**src/rtl/scl_gen_pkg.sv**
```systemverilog
// Package: types shared by the SCL timing generator.
// Assumes: nothing beyond IEEE 1800-2017.
package scl_gen_pkg;

    // Level state of the generated serial clock.
    typedef enum logic {
        PH_LOW  = 1'b0,
        PH_HIGH = 1'b1
    } scl_phase_e;

    // Width of each half-period count field.
    localparam int unsigned HALF_BITS = 8;

endpackage : scl_gen_pkg

```
**src/rtl/scl_ref_prescaler.sv**
```systemverilog
// Module: scl_ref_prescaler
// Divides the system clock by the programmed prescale value into a
// one-clock reference tick. A prescale of zero is treated as one.
// Assumes: the enable input is synchronous to clk. The counter clears
// while enable is low, so the first tick lands on enabled edge P-1.
module scl_ref_prescaler #(
    parameter int unsigned PRE_W = 7
) (
    input  logic             clk,
    input  logic             rst_n,
    input  logic             enable,
    input  logic [PRE_W-1:0] prescale,
    output logic             tick
);

    logic [PRE_W-1:0] div_cnt;
    logic [PRE_W-1:0] eff_div;

    // Replace a zero prescale by one, so that a tick still occurs.
    always_comb begin
        eff_div = (prescale == '0) ? PRE_W'(1) : prescale;
    end

    // Tick on the last count of each window while running.
    always_comb begin
        tick = enable && (div_cnt >= (eff_div - PRE_W'(1)));
    end

    // Window counter: hold at zero while disabled, wrap on each tick.
    always_ff @(posedge clk) begin
        if (!rst_n || !enable) begin
            div_cnt <= '0;
        end else if (tick) begin
            div_cnt <= '0;
        end else begin
            div_cnt <= div_cnt + PRE_W'(1);
        end
    end

    // Two ticks in a row only when the divide ratio is one.
    AST_TICK_GAP: assert property (@(posedge clk) disable iff (!rst_n)
        (tick && eff_div > PRE_W'(1)) |=> (!tick || eff_div != $past(eff_div)))
        else $error("tick spacing broken");

    // A disabled prescaler never ticks.
    AST_TICK_IDLE: assert property (@(posedge clk) disable iff (!rst_n)
        !$past(enable) |-> (div_cnt == '0))
        else $error("prescaler not cleared");

endmodule : scl_ref_prescaler

```
**src/rtl/scl_line_sync.sv**
```systemverilog
// Module: scl_line_sync
// Brings the sensed SCL level into the clk domain through a chain of
// flops. The chain resets to the released (high) level.
// Assumes: STAGES >= 1, and scl_in may be fully asynchronous.
module scl_line_sync #(
    parameter int unsigned STAGES = 2
) (
    input  logic clk,
    input  logic rst_n,
    input  logic scl_in,
    output logic scl_sense
);

    logic [STAGES-1:0] chain;

    generate
        if (STAGES == 1) begin : g_single
            // Single flop capture of the line.
            always_ff @(posedge clk) begin
                if (!rst_n) chain <= '1;
                else        chain <= scl_in;
            end
        end else begin : g_multi
            // Shift the line level through the flop chain.
            always_ff @(posedge clk) begin
                if (!rst_n) chain <= '1;
                else        chain <= {chain[STAGES-2:0], scl_in};
            end
        end
    endgenerate

    assign scl_sense = chain[STAGES-1];

endmodule : scl_line_sync

```
**src/rtl/scl_phase_engine.sv**
```systemverilog
// Module: scl_phase_engine
// Counts reference ticks through the high and low halves of SCL. It
// produces the phase level and a one-clock strobe at each change. The
// high half waits while the sensed line is low, which supports clock
// stretching.
// Assumes: tick is a one-clock pulse and scl_sense is already
// synchronous to clk.
module scl_phase_engine
    import scl_gen_pkg::*;
#(
    parameter int unsigned HALF_W = HALF_BITS
) (
    input  logic              clk,
    input  logic              rst_n,
    input  logic              enable,
    input  logic              tick,
    input  logic              scl_sense,
    input  logic [HALF_W-1:0] hi_count,
    input  logic [HALF_W-1:0] lo_count,
    output logic              scl_phase,
    output logic              scl_rise,
    output logic              scl_fall
);

    scl_phase_e        phase_q;
    logic [HALF_W-1:0] half_cnt;
    logic [HALF_W-1:0] hi_last;
    logic [HALF_W-1:0] lo_last;

    // Last count index of each half, with a zero count taken as one.
    always_comb begin
        hi_last = (hi_count == '0) ? '0 : hi_count - HALF_W'(1);
        lo_last = (lo_count == '0) ? '0 : lo_count - HALF_W'(1);
    end

    // Half-period sequencer: count ticks, toggle the phase, pulse a strobe.
    always_ff @(posedge clk) begin
        if (!rst_n || !enable) begin
            phase_q  <= PH_HIGH;
            half_cnt <= '0;
            scl_rise <= 1'b0;
            scl_fall <= 1'b0;
        end else begin
            scl_rise <= 1'b0;
            scl_fall <= 1'b0;
            if (tick) begin
                unique case (phase_q)
                    PH_HIGH: begin
                        if (!scl_sense) begin
                            half_cnt <= half_cnt;
                        end else if (half_cnt >= hi_last) begin
                            phase_q  <= PH_LOW;
                            half_cnt <= '0;
                            scl_fall <= 1'b1;
                        end else begin
                            half_cnt <= half_cnt + HALF_W'(1);
                        end
                    end
                    PH_LOW: begin
                        if (half_cnt >= lo_last) begin
                            phase_q  <= PH_HIGH;
                            half_cnt <= '0;
                            scl_rise <= 1'b1;
                        end else begin
                            half_cnt <= half_cnt + HALF_W'(1);
                        end
                    end
                    default: begin
                        phase_q  <= PH_HIGH;
                        half_cnt <= '0;
                    end
                endcase
            end
        end
    end

    assign scl_phase = (phase_q == PH_HIGH);

    AST_STROBE_EXCL: assert property (@(posedge clk) disable iff (!rst_n)
        !(scl_rise && scl_fall))
        else $error("rise and fall together");

    AST_FALL_EDGE: assert property (@(posedge clk) disable iff (!rst_n)
        scl_fall |-> (!scl_phase && $past(scl_phase)))
        else $error("fall strobe without phase drop");

    AST_RISE_EDGE: assert property (@(posedge clk) disable iff (!rst_n)
        scl_rise |-> (scl_phase && !$past(scl_phase)))
        else $error("rise strobe without phase rise");

    AST_IDLE_STATE: assert property (@(posedge clk) disable iff (!rst_n)
        !$past(enable) |-> (scl_phase && !scl_rise && !scl_fall))
        else $error("not idle after disable");

    AST_STRETCH_HOLD: assert property (@(posedge clk) disable iff (!rst_n)
        (enable && tick && scl_phase && !scl_sense) |=> (scl_phase && $stable(half_cnt)))
        else $error("high half advanced while line low");

endmodule : scl_phase_engine

```
**src/rtl/scl_timing_gen.sv**
```systemverilog
// Module: scl_timing_gen
// Top of the SCL timing generator. The prescaler makes the reference
// tick, the line synchronizer samples the bus, and the phase engine
// times the high and low halves from the divider word.
// Assumes: divider holds the high count in its upper half and the low
// count in its lower half. The settings stay stable while enabled.
module scl_timing_gen #(
    parameter int unsigned PRE_W       = 7,
    parameter int unsigned HALF_W      = scl_gen_pkg::HALF_BITS,
    parameter int unsigned SYNC_STAGES = 2
) (
    input  logic                clk,
    input  logic                rst_n,
    input  logic                enable,
    input  logic [PRE_W-1:0]    prescale,
    input  logic [2*HALF_W-1:0] divider,
    input  logic                scl_in,
    output logic                scl_phase,
    output logic                scl_rise,
    output logic                scl_fall
);

    localparam int unsigned DIV_W = 2 * HALF_W;

    logic              ref_tick;
    logic              line_high;
    logic [HALF_W-1:0] hi_count;
    logic [HALF_W-1:0] lo_count;

    // Split the divider word into its two half-period counts.
    always_comb begin
        hi_count = divider[DIV_W-1:HALF_W];
        lo_count = divider[HALF_W-1:0];
    end

    scl_ref_prescaler #(
        .PRE_W (PRE_W)
    ) u_prescaler (
        .clk      (clk),
        .rst_n    (rst_n),
        .enable   (enable),
        .prescale (prescale),
        .tick     (ref_tick)
    );

    scl_line_sync #(
        .STAGES (SYNC_STAGES)
    ) u_line_sync (
        .clk       (clk),
        .rst_n     (rst_n),
        .scl_in    (scl_in),
        .scl_sense (line_high)
    );

    scl_phase_engine #(
        .HALF_W (HALF_W)
    ) u_phase (
        .clk       (clk),
        .rst_n     (rst_n),
        .enable    (enable),
        .tick      (ref_tick),
        .scl_sense (line_high),
        .hi_count  (hi_count),
        .lo_count  (lo_count),
        .scl_phase (scl_phase),
        .scl_rise  (scl_rise),
        .scl_fall  (scl_fall)
    );

endmodule : scl_timing_gen

```
**config.mk**
```make
export PLATFORM = sky130hd
export DESIGN_NAME = scl_timing_gen
export DESIGN_NICKNAME = d
export VERILOG_FILES = /design/src/rtl/scl_gen_pkg.sv /design/src/rtl/scl_ref_prescaler.sv /design/src/rtl/scl_line_sync.sv /design/src/rtl/scl_phase_engine.sv /design/src/rtl/scl_timing_gen.sv
export SDC_FILE = /design/constraint.sdc
export NUM_CORES = 1
export LEC_CHECK = 0
export CAP_MARGIN = 20
export CORE_ASPECT_RATIO = 1.1
export CORE_UTILIZATION = 40
export DETAILED_ROUTE_END_ITERATION = 10
export DONT_BUFFER_PORTS = 1
export HOLD_SLACK_MARGIN = 0.08
export PLACE_DENSITY_LB_ADDON = 0.12
export SLEW_MARGIN = 40
export SYNTH_ARGS = -nofsm -noshare
export SYNTH_HDL_FRONTEND = slang
export SYNTH_SLANG_ARGS = --single-unit
```
**constraint.sdc**
```tcl
create_clock -name clk -period 4 [get_ports clk]
set_input_delay 0.2 -clock clk [delete_from_list [all_inputs] [get_ports clk]]
set_output_delay 0.2 -clock clk [all_outputs]
set_load 0.02 [all_outputs]
```
==> metrics, run 1 <==
synthesized area=1740 um^2; CTS max path bufs=2; Setup-failing EPs final=0; largest net degree at the start of global routing=21; crit start category=primary input; clock slew at reported path FFs=70 ps; Switching Fraction=25.1%; #FFs+latches synth=20; Mapped Cells=214; Clk Latency, worst-skew pair=260 ps; CTS tree=built; worst clock skew=4.54 ps; CTS HTree Levels=1; synth cell count leaders=28 x ha_1, 22 x nor2_1, 20 x dfxtp_1, 19 x nand2_1, 11 x inv_1; Final Critical Period=2830 ps; Initial DRC Count=44; peak supply drop=114 uV; P_sw=0.100 mW; DR DRC count=0; count leader, synth=ha_1; Synth area leader=dfxtp_1; antenna violations before repair=0; first-pass GRT wire length=6470 um; Detail Route Antenna Nets=0; routed wire length=3780 um; cts bufs inserted=3; GR Util All Layers=17.8%; combinational share of power=16.0%; area delta synth->final=6.04%; Tightest Hold Check Type=primary input to register; DRT Pass-1 Iters=4; reg2reg start=u_prescaler.div_cnt[0]$_SDFF_PP0_; power share of the clock group=33.2%; PortBufs=0; via count of the first global-routing pass=1608; # diodes=0; Rows=24; Setup TNS=0 ps; DP Wirelength=3060 um; Synth area leaders=dfxtp_1 23%, ha_1 20%, xnor2_1 5.0%; placed inst area=1780 um^2; worst hold stages=2; hold_buf cts=2; normalized max-slew margin=51.4%; endpoints failing hold=0; sequential-to-total area share from yosys stat=23.0%; R2R setup slack=1720 ps; Initial Util=42.9%; Final Instance Area=1850 um^2; RSZ-0062 raised after global routing=no; CTS Root Cell=clkbuf_8; post-synth cell types=38; CP arrival=3000 ps; achievable frequency=353 MHz; Sequential Power Share=50.8%; Vias=1559; post-synth net total=269; IO Count=30; DIE WIDTH=64.9 um; post-synthesis average cell area=8.13 um^2; vias per cell=5.82; RePlAce Congestion=0.802; Syn. warnings=0; die area=4620 um^2; crit path max fanout=20; Leak=0.736 nW; core box area=4050 um^2; post-route setup slack=1170 ps; async set-or-reset flop fraction in the synthesized netlist=0%; P_int=0.298 mW; die height=71.2 um; Worst EP required=4170 ps; Slowest cell on crit path=a21oi_2; Hold Startpoint=rst_n; Setup WS pre-CTS=905 ps; R2R depth=7; status=finished, final reports clean; share of Yosys cell area claimed by the top area cell type=23.0%; slowest cell delay on critical path=550 ps; Crit Path Class=primary input to register; CP Launch Point=prescale[1]; Post-CTS Setup Repair Bufs=0; max-slew violation count=0; clock sinks=20; Worst setup EP type=register; Tcrit/Tclk final=70.8%; total gr overflow=0; CP Cell Sequence=nor4_1, a21oi_1, ha_1, nand2_1, nor3_1, xnor2_1, ha_1, a21oi_1, o21ai_1, a21oi_2, nor2_1, a221oi_1; # resized after CTS=0; DR WL/cell=14.1 um; Max Cap Violations=0; Post-synth top flop=dfxtp_1; worst slew pin tran=729 ps; Final Net Count=273; layout cells sized above 1=3.24%; pwr/cell area=216 nW/um^2; Post-synth EDFFs=0
-- through the flow --
step | utilization (%) | hold WS (ps) | total power, mW | std cells
2_1_floorplan | - | 273 | 0.260 | 214
3_3_place_gp | 44.0 | 277 | 0.267 | 263
3_5_place_dp | 44.0 | 279 | 0.270 | 263
4_1_cts | 45.5 | 101 | 0.402 | 268
5_1_grt | 45.5 | 117 | 0.420 | 268
6_report | 45.5 | 96.9 | 0.398 | 268
-- final timing paths --
path                                                          to
worst max-delay path            u_phase.half_cnt[6]$_SDFFE_PP0P_
worst min register to register   u_line_sync.chain[1]$_SDFF_PN1_
worst max register to register  u_phase.half_cnt[6]$_SDFFE_PP0P_
worst min-delay path            u_phase.half_cnt[1]$_SDFFE_PP0P_
-- power by group through the flow --
stage                     Clock [mW]  Sequential (mW)  Combinational, mW
after global placement             0            0.207             0.0602
final                          0.132            0.202             0.0638
after CTS                      0.135            0.202             0.0650
after global routing           0.142            0.203             0.0752
after detailed placement           0            0.207             0.0627
after floorplan                    0            0.207             0.0529
-- state kept, by name, summed over array words and instances, names as in the netlist --
| name | flops |
|---|---|
| u_phase.half_cnt | 8 |
| u_prescaler.div_cnt | 7 |
| u_phase.scl_rise | 1 |
| u_phase.scl_fall | 1 |
| u_phase.scl_phase | 1 |
| u_line_sync.chain | 2 |
-- critical path: cells and delay by family --
family / cells / cell delay [ps]
AO/OA/AOI/OAI: 5 / 1330
XOR/XNOR: 1 / 120
adder cells (fa/ha/maj): 2 / 560
AND/OR/NAND/NOR: 4 / 780
-- layer usage --
| layer | track usage (%) | up-vias | part of all wire [%] |
|---|---|---|---|
| met5 | 0 | - | 0 |
| met4 | 8.89 | 0 | 2.7 |
| met3 | 2.90 | 11 | 3.5 |
| met2 | 31.1 | 35 | 51 |
| met1 | 20.7 | 723 | 43 |
| li1 | - | 790 | - |
-- layout make-up --
| type | instances | area [um^2] |
|---|---|---|
| repair buffers | 2 | 20.0 |
| well taps | 52 | 65.1 |
| multi-input cells | 179 | 1270 |
| fillers | 430 | 2210 |
| clock buffers | 3 | 41.3 |
| flip-flops and latches | 20 | 400 |
| inverters | 12 | 45.0 |
-- cell families after synthesis --
family                     Yosys count  synth area share (%)
AOI/OAI and AO/OA                   42                  16.7
xor gates and xnor gates            17                  8.55
adders and majority gates           28                  20.1
buffers and inverters               15                  3.81
DFF                                 20                  23.0
muxes                                1                 0.575
and+or+nand+nor                     91                  27.2
-- placed cells by master, fill, tap and decap left out, drive strengths merged, types with 6 or more instances in the layout --
cell    count
a21oi       9
a221oi      7
dfxtp      20
ha         28
inv        12
nand2      19
nand3       6
nor2       22
nor3        6
o21ai       9
o31ai       6
xnor2      10
xor2        7
No activity file was read; power rests on OpenSTA's default activity.
==> run 2, diff against run 1 <==
ABC_AREA = 1   (was unset)
clock period = 2.4 ns   (was 4 ns; I/O delays follow)
==> metrics, run 2 <==
endpoints failing hold=0; sequential-to-total area share from yosys stat=20.3%; Most Frequent Cell on Critical Path=nand2_1; core box area=4680 um^2; CP Launch Point=divider[0]; via count of the first global-routing pass=1617; crit path max fanout=4; R2R depth=12; commonest non-fill, non-tap cell in the layout=nand2_1; async set-or-reset flop fraction in the synthesized netlist=0%; Tcrit/Tclk final=87.4%; first-pass GRT wire length=6620 um; post-synth cell types=27; total power draw=0.700 mW; post-synth net total=361; antenna violations before repair=0; reg2reg start=u_phase.half_cnt[3]$_SDFFE_PP0P_; die area=5210 um^2; post-synthesis average cell area=6.44 um^2; Post-CTS Setup Repair Bufs=0; Post-synth EDFFs=0; CP arrival=2280 ps; count leader, synth=nand2_1; Post-synth top flop=dfxtp_1; synth cell count leaders=80 x nand2_1, 49 x inv_1, 41 x nor2_1, 28 x ha_1, 20 x dfxtp_1; Clk Latency, worst-skew pair=250 ps; area delta synth->final=9.21%; Synth area leaders=dfxtp_1 20%, ha_1 18%, nand2_1 15%; normalized max-slew margin=72.5%; DR WL/cell=10.7 um; RePlAce Congestion=0.816; status=finished, final reports clean; Setup-failing EPs final=0; PortBufs=0; GR Util All Layers=16.6%; Tightest Hold Check Type=primary input to register; Mapped Cells=306; Largest regs=u_phase.half_cnt x8, u_prescaler.div_cnt x7, u_line_sync.chain x2; Final Instance Area=2150 um^2; CTS max path bufs=2; DR DRC count=0; commonest non-fill, non-tap cells in the layout=80 x nand2_1, 49 x inv_1, 41 x nor2_1; CTS HTree Levels=1; Synth area leader=dfxtp_1; placed inst area=2070 um^2; synthesized area=1970 um^2; worst slew pin tran=413 ps; max-slew violation count=0; #FFs+latches synth=20; Worst EP required=2580 ps; # diodes=0; Vias=1823; CP endpoint=u_phase.half_cnt[0]$_SDFFE_PP0P_; Max Cap Violations=0; Rows=26; routed wire length=3960 um; pwr/cell area=325 nW/um^2; total gr overflow=0; crit start category=primary input; clock slew at reported path FFs=70 ps; R2R setup slack=600 ps; RSZ-0062 raised after global routing=no; CP Cell Sequence=inv_1, ha_1, inv_1, nor4_4, nand3b_1, inv_1, or2_2, ha_1, nand2_1, nor2_1, nor2_1, nand2_1, nand2_1, nand2_1, nand2_1, nand2_1, nand2_1, nand2_1, a21oi_1; vias per cell=4.91; number of flip-flops in the largest register=8; worst clock skew=2.34 ps; DRT Pass-1 Iters=4; Leak=1.14 nW; achievable frequency=477 MHz; Final Net Count=371; share of Yosys cell area claimed by the top area cell type=20.3%; Setup WS pre-CTS=-17.1 ps; layout cells sized above 1=7.62%; Worst setup EP type=register; post-route setup slack=301 ps; cts bufs inserted=3; Final Critical Period=2100 ps; Detail Route Antenna Nets=0; CTS tree=built; Crit Path Class=primary input to register; Setup TNS=0 ps; DIE WIDTH=68.9 um; Biggest register=u_phase.half_cnt; DP Wirelength=3420 um; peak supply drop=243 uV; Slowest cell on crit path=nor4_4; Initial Util=42.1%; Syn. warnings=0; largest net degree at the start of global routing=12; Hold Startpoint=enable; clock sinks=20; IO Count=30; Initial DRC Count=67; slowest cell delay on critical path=260 ps; FF-to-FF End=u_phase.half_cnt[0]$_SDFFE_PP0P_; CTS Root Cell=clkbuf_8; die height=75.6 um; Fin Hold WS=78.5 ps
==> run 2: logic make-up after synthesis <==
| logic type | count (synthesis) | synth area share [%] |
|---|---|---|
| XOR/XNOR | 10 | 4.44 |
| adder cells (fa/ha/maj) | 28 | 17.8 |
| AO/OA/AOI/OAI | 28 | 8.19 |
| AND/OR/NAND/NOR | 168 | 38.9 |
| multiplexers | 1 | 0.508 |
| buffers and inverters | 51 | 9.90 |
| flip-flops | 20 | 20.3 |
==> run 2: report_power, final <==
part / switching, mW / total (mW) / leakage, nW / internal (mW)
registers: 0.00261 / 0.338 / 0.162 / 0.335
clock network: 0.0977 / 0.243 / 0.0288 / 0.145
logic: 0.0654 / 0.119 / 0.948 / 0.0534
==> run 2: per-layer routing <==
metal / part of all wire, % / global-route usage (%)
met5: 0 / 0
met4: 1.6 / 5.90
met3: 4.5 / 3.44
met2: 47 / 28.6
met1: 47 / 20.3
==> run 2: how the worst min path moves through the flow <==
stage,slack (ps),cells past startpoint,endpoint
floorplan,190,1,u_line_sync.chain[0]$_SDFF_PN1_
global placement,190,1,u_line_sync.chain[0]$_SDFF_PN1_
detailed placement,190,1,u_line_sync.chain[1]$_SDFF_PN1_
CTS,80,2,u_phase.half_cnt[2]$_SDFFE_PP0P_
global route,90,2,u_phase.half_cnt[2]$_SDFFE_PP0P_
finish,80,2,u_phase.half_cnt[3]$_SDFFE_PP0P_
==> run 2: stage by stage <==
stage               instances  utilization (%)
finish                    371             45.9
global placement          365             44.1
floorplan                 306                -
CTS                       371             45.7
detailed placement        365             44.1
global route              371             45.9
==> run 2: layout make-up <==
type	instances	area (um^2)
fill	506	2530
tap	56	70.1
sequential	20	400
timing repair buffer	6	50.0
clock buffer	4	55.1
inverter	50	190
multi-input combinational	235	1390
==> run 2: repair_timing <==
| action | 4_1_cts | 5_1_grt |
|---|---|---|
| hold endpoints to repair | 2 | 0 |
| resized for setup | 0 | 2 |
| hold buffers | 2 | 0 |
| endpoints found under the setup margin | 0 | 5 |
==> run 2: worst max-delay path, delay by kind of cell <==
kind / cells / cell delay, ps
compound gates: 1 / 120
fa+ha+maj: 2 / 400
buf+inv: 3 / 270
simple gates: 13 / 1380
==> run 3, diff against run 2 <==
ABC_AREA = 0   (was 1)
==> metrics, run 3 (synthesis results as in run 1) <==
CTS max path bufs=2; DRT Pass-1 Iters=4; Detail Route met2 WL=2270 um; commonest non-fill, non-tap cells in the layout=25 x ha_1, 21 x nor2_1, 21 x buf_4; vias per cell=5.60; via count of the first global-routing pass=1618; CTS Root Cell=clkbuf_8; endpoints failing hold=0; slowest cell delay on critical path=360 ps; worst clock skew=2.00 ps; number of flip-flops in the largest register=8; Vias=1634; area delta synth->final=25.2%; Hold Startpoint=enable; Largest delay share family, worst path=compound AO/OA/AOI/OAI gates; # diodes=0; die area=4620 um^2; max-slew violation count=0; RePlAce Congestion=0.771; clock slew at reported path FFs=70 ps; antenna violations before repair=0; CP arrival=2490 ps; Max Cap Violations=0; worst slew pin tran=756 ps; RSZ-0062 raised after global routing=yes; Final Instance Area=2180 um^2; normalized max-slew margin=49.4%; die height=71.2 um; Worst Hold Endpoint=u_prescaler.div_cnt[1]$_SDFF_PP0_; Rows=24; Tightest Hold Check Type=primary input to register; commonest non-fill, non-tap cell in the layout=ha_1; GR Util All Layers=18.3%; crit start category=primary input; Worst setup EP type=register; Largest regs=u_phase.half_cnt x8, u_prescaler.div_cnt x7, u_line_sync.chain x2; Slowest cell on crit path=or3_4; highest routed layer=met4; Metal-1 WL=1990 um; Final Critical Period=2320 ps; Fillers=392; Leak=0.862 nW; placed inst area=1950 um^2; total gr overflow=0; CTS tree=built; Detail Route Antenna Nets=0; CP Buf/Inv Count=3; total power draw=0.727 mW; cts bufs inserted=3; Detail Route met3 WL=125 um; R2R setup slack=380 ps; Reg area=400 um^2; status=finished, final reports clean; CP Cell Sequence=inv_1, ha_2, nor2b_4, nand3b_1, or3_4, o21ai_2, ha_1, a211oi_2, o21ai_1, a211oi_2, buf_4, a22oi_2, buf_4, a221oi_2; area of the multi-input gates=1420 um^2; crit path max fanout=4; Initial DRC Count=57; Final Net Count=296; layout cells sized above 1=22.5%; Fin Hold WS=131 ps; DP Wirelength=3280 um; DIE WIDTH=64.9 um; pwr/cell area=334 nW/um^2; Initial Util=42.9%; worst hold stages=3; FF-to-FF End=u_phase.half_cnt[7]$_SDFFE_PP0P_; Crit Path Class=primary input to register; first-pass GRT wire length=6750 um; DR WL/cell=15.2 um; peak supply drop=316 uV; CTS HTree Levels=1; reg2reg start=u_prescaler.div_cnt[0]$_SDFF_PP0_; DR DRC count=0; routed wire length=4430 um; clock sinks=20; largest net degree at the start of global routing=12; Biggest register=u_phase.half_cnt; core box area=4050 um^2; achievable frequency=431 MHz; Worst EP required=2570 ps; Tcrit/Tclk final=96.8%; Setup-failing EPs final=0; IO Count=30; Clk Latency, worst-skew pair=260 ps; PortBufs=0; R2R depth=8
[run 3: where the power goes]
group,switching [mW],internal (mW)
Clock,0.109,0.146
Sequential,0.00238,0.335
Combinational,0.0679,0.0666
Total,0.179,0.548
[run 3: worst max-delay path by stage]
stage / startpoint / end / cells past startpoint
2_1_floorplan: prescale[1] / u_phase.half_cnt[5]$_SDFFE_PP0P_ / 13
3_3_place_gp: divider[8] / u_phase.half_cnt[0]$_SDFFE_PP0P_ / 14
3_5_place_dp: divider[8] / u_phase.half_cnt[3]$_SDFFE_PP0P_ / 14
4_1_cts: divider[8] / u_phase.half_cnt[3]$_SDFFE_PP0P_ / 14
5_1_grt: divider[8] / u_phase.half_cnt[3]$_SDFFE_PP0P_ / 15
6_report: divider[8] / u_phase.half_cnt[3]$_SDFFE_PP0P_ / 14
[run 3: per-stage QoR]
stage	setup slack [ps]	setup TNS [ps]	utilization (%)	cells
after floorplan	4.52	0	-	214
after global placement	-135	-913	48.1	281
after detailed placement	-227	-1600	48.1	281
after CTS	15.9	0	50.2	288
after global routing	-64.7	-195	53.7	292
final	77.4	0	53.7	292
[run 3: tightest hold or removal path: stages]
cell and delay [ps]:
nand3_1 50, buf_4 140, nor2_1 40
[run 3: what timing repair did]
action                                  CTS  global route
hold buffers                              3             1
endpoints found under the hold margin     3             1
endpoints found under the setup margin    0             9
buffers inserted                          0             3
gates resized for setup                   0            23
[run 3: final cells by class]
class	instances	share of cell area, %
timing repair buffer	25	9.08
multi-input combinational	179	65.0
sequential	20	18.4
tap	52	2.99
clock buffer	4	2.53
inverter	12	2.07
[run 3: per-layer routing]
metal	vias to the layer above	GRT usage [%]
met5	-	0
met4	0	4.94
met3	7	1.77
met2	30	32.9
met1	757	23.0
li1	840	-
